### src/rtl/irq_pkg.sv
// Package: shared types for the vectored interrupt controller.
// Assumes nothing beyond being compiled ahead of its users.
package irq_pkg;
    // Kind of an interrupt source: latched event flag or bare level.
    typedef enum logic {
        SRC_FLAG  = 1'b0,
        SRC_LEVEL = 1'b1
    } src_kind_e;
endpackage

### src/rtl/irq_src_slot.sv
// One interrupt source slot. A latched slot keeps a pending flag that is
// set by an event and cleared by software or by the take. The event wins
// over a same-cycle clear. A level slot stores nothing and forwards its
// condition. Assumes a synchronous active-low reset.
module irq_src_slot #(
    parameter irq_pkg::src_kind_e KIND = irq_pkg::SRC_FLAG
) (
    input  logic clk,
    input  logic rst_n,
    input  logic evt,
    input  logic en,
    input  logic sw_clr,
    input  logic take_clr,
    output logic req
);
    generate
        if (KIND == irq_pkg::SRC_FLAG) begin : g_flag
            logic pend_q;
            // Pending flag: the event has priority over both kinds of clear.
            always_ff @(posedge clk) begin
                if (!rst_n) pend_q <= 1'b0;
                else        pend_q <= (pend_q & ~sw_clr & ~take_clr) | evt;
            end
            assign req = pend_q & en;
        end else begin : g_level
            logic unused_lvl;
            // Level source ignores clock and clears; the request follows the input.
            assign unused_lvl = ^{clk, rst_n, sw_clr, take_clr};
            assign req = evt & en;
        end
    endgenerate
endmodule

### src/rtl/irq_prio_pick.sv
// Fixed-priority picker: the lowest set request index wins.
// Produces the winner as a binary index and as a one-hot mask.
// Assumes NUM_SRC >= 2.
module irq_prio_pick #(
    parameter int NUM_SRC = 8,
    localparam int IDX_W = $clog2(NUM_SRC)
) (
    input  logic [NUM_SRC-1:0] req,
    output logic               any,
    output logic [IDX_W-1:0]   win_idx,
    output logic [NUM_SRC-1:0] win_oh
);
    // Scan from the top down so the lowest set index is written last.
    always_comb begin
        win_idx = '0;
        win_oh  = '0;
        for (int i = NUM_SRC - 1; i >= 0; i--) begin
            if (req[i]) begin
                win_idx = IDX_W'(i);
                win_oh  = '0;
                win_oh[i] = 1'b1;
            end
        end
    end

    assign any = |req;
endmodule

### src/rtl/irq_gate_ctl.sv
// Global-enable and boundary control. Decides whether a request may be
// taken in this cycle. It owns the global enable and the one-instruction
// hold that follows a return. Assumes retire and reti are one-cycle strobes.
module irq_gate_ctl (
    input  logic clk,
    input  logic rst_n,
    input  logic retire,
    input  logic reti,
    input  logic gie_set,
    input  logic gie_clr,
    input  logic any_req,
    output logic take,
    output logic gie
);
    logic gie_q;
    logic hold_q;

    // Take only at a boundary that is not a return and not the held one,
    // with the enable on and not being cleared in the same cycle.
    assign take = retire & ~reti & ~hold_q & gie_q & ~gie_clr & any_req;

    // Global enable: the take or a software clear beat any set.
    always_ff @(posedge clk) begin
        if (!rst_n)                 gie_q <= 1'b0;
        else if (take || gie_clr)   gie_q <= 1'b0;
        else if (reti || gie_set)   gie_q <= 1'b1;
    end

    // Hold: armed by a return and released by the next retired instruction.
    always_ff @(posedge clk) begin
        if (!rst_n)      hold_q <= 1'b0;
        else if (reti)   hold_q <= 1'b1;
        else if (retire) hold_q <= 1'b0;
    end

    assign gie = gie_q;
endmodule

### src/rtl/prio_irq_ctrl.sv
// Vectored priority interrupt controller top. Builds one slot per source
// (latched or level, chosen by LEVEL_MASK), picks the lowest enabled
// request and gates it at instruction boundaries. The outcome is
// registered as irq, irq_vec and ack_clr. Vector 0 is reserved, so source
// i reports i+1. Assumes a synchronous active-low reset.
module prio_irq_ctrl #(
    parameter int NUM_SRC = 8,
    parameter logic [NUM_SRC-1:0] LEVEL_MASK = 8'b1000_0100,
    localparam int IDX_W = $clog2(NUM_SRC),
    localparam int VEC_W = $clog2(NUM_SRC + 1)
) (
    input  logic               clk,
    input  logic               rst_n,
    input  logic [NUM_SRC-1:0] src_evt,
    input  logic [NUM_SRC-1:0] src_en,
    input  logic [NUM_SRC-1:0] flag_wr_clr,
    input  logic               gie_set,
    input  logic               gie_clr,
    input  logic               retire,
    input  logic               reti,
    output logic               irq,
    output logic [VEC_W-1:0]   irq_vec,
    output logic [NUM_SRC-1:0] ack_clr,
    output logic               gie
);
    logic [NUM_SRC-1:0] req;
    logic [NUM_SRC-1:0] win_oh;
    logic [IDX_W-1:0]   win_idx;
    logic               any_req;
    logic               take;

    // One slot per source, of the kind that LEVEL_MASK selects.
    for (genvar i = 0; i < NUM_SRC; i++) begin : g_slot
        irq_src_slot #(
            .KIND(LEVEL_MASK[i] ? irq_pkg::SRC_LEVEL : irq_pkg::SRC_FLAG)
        ) u_slot (
            .clk      (clk),
            .rst_n    (rst_n),
            .evt      (src_evt[i]),
            .en       (src_en[i]),
            .sw_clr   (flag_wr_clr[i]),
            .take_clr (take & win_oh[i]),
            .req      (req[i])
        );
    end

    irq_prio_pick #(.NUM_SRC(NUM_SRC)) u_pick (
        .req     (req),
        .any     (any_req),
        .win_idx (win_idx),
        .win_oh  (win_oh)
    );

    irq_gate_ctl u_gate (
        .clk     (clk),
        .rst_n   (rst_n),
        .retire  (retire),
        .reti    (reti),
        .gie_set (gie_set),
        .gie_clr (gie_clr),
        .any_req (any_req),
        .take    (take),
        .gie     (gie)
    );

    // Register the take: a one-cycle pulse, its vector and the flag acknowledge.
    always_ff @(posedge clk) begin
        if (!rst_n) begin
            irq     <= 1'b0;
            irq_vec <= '0;
            ack_clr <= '0;
        end else begin
            irq     <= take;
            irq_vec <= take ? VEC_W'(win_idx) + VEC_W'(1) : '0;
            ack_clr <= take ? (win_oh & ~LEVEL_MASK) : '0;
        end
    end
endmodule

### config.mk
export PLATFORM = sky130hd
export DESIGN_NAME = prio_irq_ctrl
export DESIGN_NICKNAME = d
export VERILOG_FILES = /design/src/rtl/irq_pkg.sv /design/src/rtl/irq_src_slot.sv /design/src/rtl/irq_prio_pick.sv /design/src/rtl/irq_gate_ctl.sv /design/src/rtl/prio_irq_ctrl.sv
export SDC_FILE = /design/constraint.sdc
export NUM_CORES = 1
export LEC_CHECK = 0
export ABC_AREA = 1
export CELL_PAD_IN_SITES_DETAIL_PLACEMENT = 1
export CELL_PAD_IN_SITES_GLOBAL_PLACEMENT = 2
export CORE_ASPECT_RATIO = 0.9
export CORE_MARGIN = 3
export CORE_UTILIZATION = 20
export CTS_CLUSTER_DIAMETER = 120
export DETAILED_ROUTE_END_ITERATION = 8
export PLACE_DENSITY = 0.8
export SYNTH_ARGS = -nofsm -noshare
export SYNTH_HDL_FRONTEND = slang
export SYNTH_SLANG_ARGS = --single-unit
### constraint.sdc
create_clock -name clk -period 1.7 [get_ports clk]
set_clock_uncertainty 0.2 [all_clocks]
set_input_delay 0.51 -clock clk [delete_from_list [all_inputs] [get_ports clk]]
set_output_delay 0.51 -clock clk [all_outputs]
set_load 0.02 [all_outputs]
# Word-level counts from Yosys, hierarchy flattened
# Cells that the tools add are included.
# classes
n_addsub	1
n_bitwise	53
n_reduce_logical	6
muxes	17
# ops
op	count
7-bit 2-to-1 mux	7
1-bit bitwise AND	31
3-bit 2-to-1 mux	8
1-bit inverter	16
8-bit OR reduction	1
1-bit bitwise OR	6
3-bit by 1-bit adder with 4-bit output, second input constant	1
1-bit logical OR	2
1-bit 2-to-1 mux	2
2-bit AND reduction	1
2-bit nonzero test	1
2-bit OR reduction	1
# totals
wordCells	89
output_inout_bits	14
regBits	21
inputBits	30

# Longest topological paths before layout
# depth
word_depth	12
ltp_mapped	10
mapped_depth_nobuf	10

# Modules after synthesis
# Synthesis repeated with hierarchy kept, for this count alone.
# hier_totals
cells_unflattened	163
hier_area_um2	1082.3
# modules_own_cells
mod	seq_area_each_um2	cells_each	n_inst	area_per_inst_um2
prio_irq_ctrl	220.2	55	1	432.9
irq_src_slot at g_slot[0].u_slot ...	20.0	9	6	56.3
irq_prio_pick	0.0	32	1	190.2
irq_gate_ctl	40.0	18	1	106.4
irq_src_slot at g_slot[2].u_slot ...	0.0	2	2	7.5

# Least setup slack after synthesis
# Ideal clock, no wire load.
# synth_timing
kind	input to register
from	input port src_en[4]
to	register irq_vec[2]
path_slack_ns	0.220
t_arrival_ns	1.167
stages	6
required_ns	1.387
cell_sequence	nand2_1 nand2_2 o21ai_1 o21ai_0 nand2_1 nor2_1
# synth_via
elab_chain_cells	7
elab_cells_between_ends	10
cone_classes	add/sub (1); mux (5); bitwise (2); reduce/logical (2)
# synth_lines
item	line	text
from (decl)	prio_irq_ctrl.sv:15	input logic [NUM_SRC-1:0] src_en,
1-bit bitwise AND (*)	irq_src_slot.sv:24	assign req = pend_q & en;
3-bit 2-to-1 mux (5 in series)	irq_prio_pick.sv:18	if (req[i]) begin
3-bit by 1-bit adder with 4-bit output	prio_irq_ctrl.sv:74	irq_vec <= take ? VEC_W'(win_idx) + VEC_W'(1) : '0;
to (signal assigned)	prio_irq_ctrl.sv:74	
to (decl)	prio_irq_ctrl.sv:22	output logic [VEC_W-1:0] irq_vec,
# Every way passes the cells marked *; elsewhere a longest branch is shown, timed or not.
# A chain may end at the register's enable or synchronous reset.

# Worst setup path in the final report
# layout_timing
from	register u_gate.gie_q, in the netlist u_gate.gie
to	output port gie
# layout_lines
item	line	text
from (decl)	irq_gate_ctl.sv:15	logic gie_q;
from (signal assigned)	irq_gate_ctl.sv:24	if (!rst_n) gie_q <= 1'b0;
from (signal assigned)	irq_gate_ctl.sv:25	else if (take || gie_clr) gie_q <= 1'b0;
from (signal assigned)	irq_gate_ctl.sv:26	else if (reti || gie_set) gie_q <= 1'b1;
to (decl)	prio_irq_ctrl.sv:24	output logic gie
# No word-level cell between the ends.

==> reports/qor.yml <==
timing:
  fin_crit_ns: 1.64
  rsz0062_at_grt: "no"
  fmax_mhz: 612
  tns_ns: 0
  setup_viol: 0
  hold_viol_final: 0
  final_max_slew_viol_count: 0
  hold_ws_ns: 0.374
  period_share_pct: 96.2
final_layout:
  num_antenna_cells: 0
  drive_gt1_share_pct: 23.9
  fin_nets: 211
  syn_to_final_growth_pct: 68.3
  fillers: 545
  post-route-util_pct: 35.9
critical_path:
  reg2reg_to: "irq_vec[3]"
  crit_chain: "clkdlybuf4s15_1"
  r2r_setup_slack_ns: 0.13
  start_kind: "register"
  path_class: "register to primary output"
  end_kind: "primary output"
  cp.depth: 1
  worst-path-buf-inv: 1
  critPathMaxStageDelay_ns: 0.36
  critPathRequiredTime_ns: 0.99
  critPathMaxFanout: 2
  rr_startpoint: "u_gate.gie"
  crit_family: "flip-flops"
  arrival_ns: 0.93
  rr_worst_depth: 7
  cp_slowest_cell: "dfxtp_1"
detailed_routing:
  routed_wl_um: 2700
  dr_total_vias: 939
  routed_via_density: 3.91
  drt_iter0_drc: 23
  drc: 0
  antenna_left: 0
  post_drt_wl_per_cell_um: 11.2
  first_pass_iters: 2
global_routing:
  grt-ovfl-total: 0
  antenna_found_initial: 0
  grt_max_degree: 12
  grt_use_total_pct: 11.1
  grt_pass1_vias: 1077
  grt_pass1_wl_um: 4790
hold_path:
  min_to: "g_slot[3].u_slot.g_flag.pend_q"
  min_from: "g_slot[3].u_slot.g_flag.pend_q"
  holdPathStages: 4
  hp-class: "register to register"
placed_design:
  gp_congestion: 0.730
  hpwl_um: 2280
  port_buffers: 39
clock_tree:
  root_buffer: "clkbuf_8"
  cts_buffers: 3
  clock_path_buffers: 2
  cts_tree: "done"
  cts_hold_buf: 0
  cts_num_sinks: 19
  cts.clk_slew.worst_paths_ns: 0.08
  clk_latency_ns: 0.26
  htreeDepth: 1
floorplanning:
  die_area_sq_um: 5300
  die_w_um: 76.4
  start_util_pct: 21.3
  ios: 44
  num_rows: 22
  fp.coreArea_sq_um: 4180
  fp.dieH_um: 69.4
pwr:
  p_switching_uw: 270
  seq_power_share_pct: 46.7
  powerDensity_nw_per_um2: 664
  clkPwrFrac_pct: 32.3
  swShare_pct: 27.1
  pwr-share-comb_pct: 20.9
  p_leak_nw: 0.757
  p_int_uw: 727
  vdd.ir_drop.worst_uv: 267
synthesis:
  postSynthCellCount: 124
  yosys_warnings: 0
  ys_ff_latch: 19
  ys_types: 21
  ys_seq_area_share_pct: 42.6
  syn-cell-area_sq_um: 892
  syn_area_per_cell_sq_um: 7.19
job:
  drv_cap: 0
run_status:
  status: "complete, no violations"
logic make-up (layout without fill, tap and decap cells):
logic type / Yosys count / count (layout) / synth area share, %
other: 1 / 2 / 0.420
and+or+nand+nor: 64 / 64 / 37.2
buffers and inverters: 27 / 82 / 12.5
DFF: 19 / 19 / 42.6
AOI/OAI and AO/OA: 13 / 13 / 7.29
layout by cell type, fill, tap and decap left out:
cell	count
nor3_4	1
inv_1	22
dlygate4sd2_1	24
clkbuf_8	3
nand2_4	2
nor3_1	4
buf_4	15
nand2_2	13
nor4_2	1
clkinv_1	1
clkdlybuf4s15_1	1
clkdlybuf4s50_1	14
a21oi_1	5
dfxtp_1	19
conb_1	2
nor2_4	1
clkinv_2	1
nor2_1	21
nor3_2	1
inv_4	1
nand2_1	12
nor2_8	1
o21ai_2	1
nor2_2	1
nand3_1	6
a21oi_2	1
o21ai_1	1
o21ai_0	5
power groups by stage:
stage	clock [mW]	sequential [mW]	combinational, mW
6_report	0.322	0.466	0.209
5_1_grt	0.357	0.469	0.233
4_1_cts	0.334	0.466	0.211
3_5_place_dp	0	0.476	0.211
3_3_place_gp	0	0.475	0.203
2_1_floorplan	0	0.477	0.0925
sequential cells by signal (all words and copies together), names as in the netlist:
| signal | count |
|---|---|
| irq_vec | 4 |
| g_slot.u_slot.g_flag.pend_q | 6 |
| u_gate.gie | 1 |
| irq | 1 |
| ack_clr | 6 |
| u_gate.hold_q | 1 |
metal layers:
| metal | vias up | global-route usage, % | routed length, um |
|---|---|---|---|
| met2 | 30 | 20.0 | 1380 |
| met4 | 0 | 1.81 | 17 |
| li1 | 481 | - | - |
| met3 | 2 | 5.19 | 203 |
| met5 | - | 0 | 0 |
| met1 | 426 | 12.1 | 1100 |
final cells by class:
| type | count | area, sq um | area share, % |
|---|---|---|---|
| timing repair buffer | 54 | 473 | 31.5 |
| multi-input combinational | 79 | 434 | 28.9 |
| sequential | 19 | 380 | 25.3 |
| inverter | 24 | 92.6 | 6.17 |
| tap | 60 | 75.1 | 5.00 |
| clock buffer | 3 | 41.3 | 2.75 |
| clock inverter | 1 | 5.00 | 0.333 |
synthesized netlist by cell type, drive strengths merged:
library cell  instances  area [sq um]
a21oi                 6          30.0
buf                   2          15.0
clkbuf                1          3.75
clkinv                1          3.75
conb                  1          3.75
dfxtp                19           380
inv                  23          88.8
nand2                27           129
nand3                 6          30.0
nor2                 24           114
nor3                  6          46.3
nor4                  1          12.5
o21ai                 7          35.0
worst max path at each step:
stage                           from                             end  slack [ns]
after floorplan            src_en[4]                      irq_vec[2]        0.22
after global placement     src_en[4]                      irq_vec[3]       -0.35
after detailed placement   src_en[1]                      irq_vec[2]       -0.37
after CTS                 u_gate.gie                             gie        0.03
after global routing       src_en[3]  g_slot[4].u_slot.g_flag.pend_q       0.003
final                     u_gate.gie                             gie        0.06
what timing repair did:
item | 4_1_cts | 5_1_grt
resized for setup | 36 | 2
setup buffers | 1 | 0
cloned | 0 | 0
endpoints found under the setup margin | 27 | 2
pin swaps | 19 | 0
metrics by stage:
stage / area [sq um] / instances / total power [mW] / setup slack [ns]
floorplan: 896 / 125 / 0.569 / 0.220
global placement: 1450 / 235 / 0.678 / -0.352
detailed placement: 1450 / 235 / 0.687 / -0.369
CTS: 1500 / 240 / 1.01 / 0.0251
global route: 1500 / 240 / 1.06 / 0.00327
finish: 1500 / 240 / 0.997 / 0.0650
(Power assumes the default switching activity.)
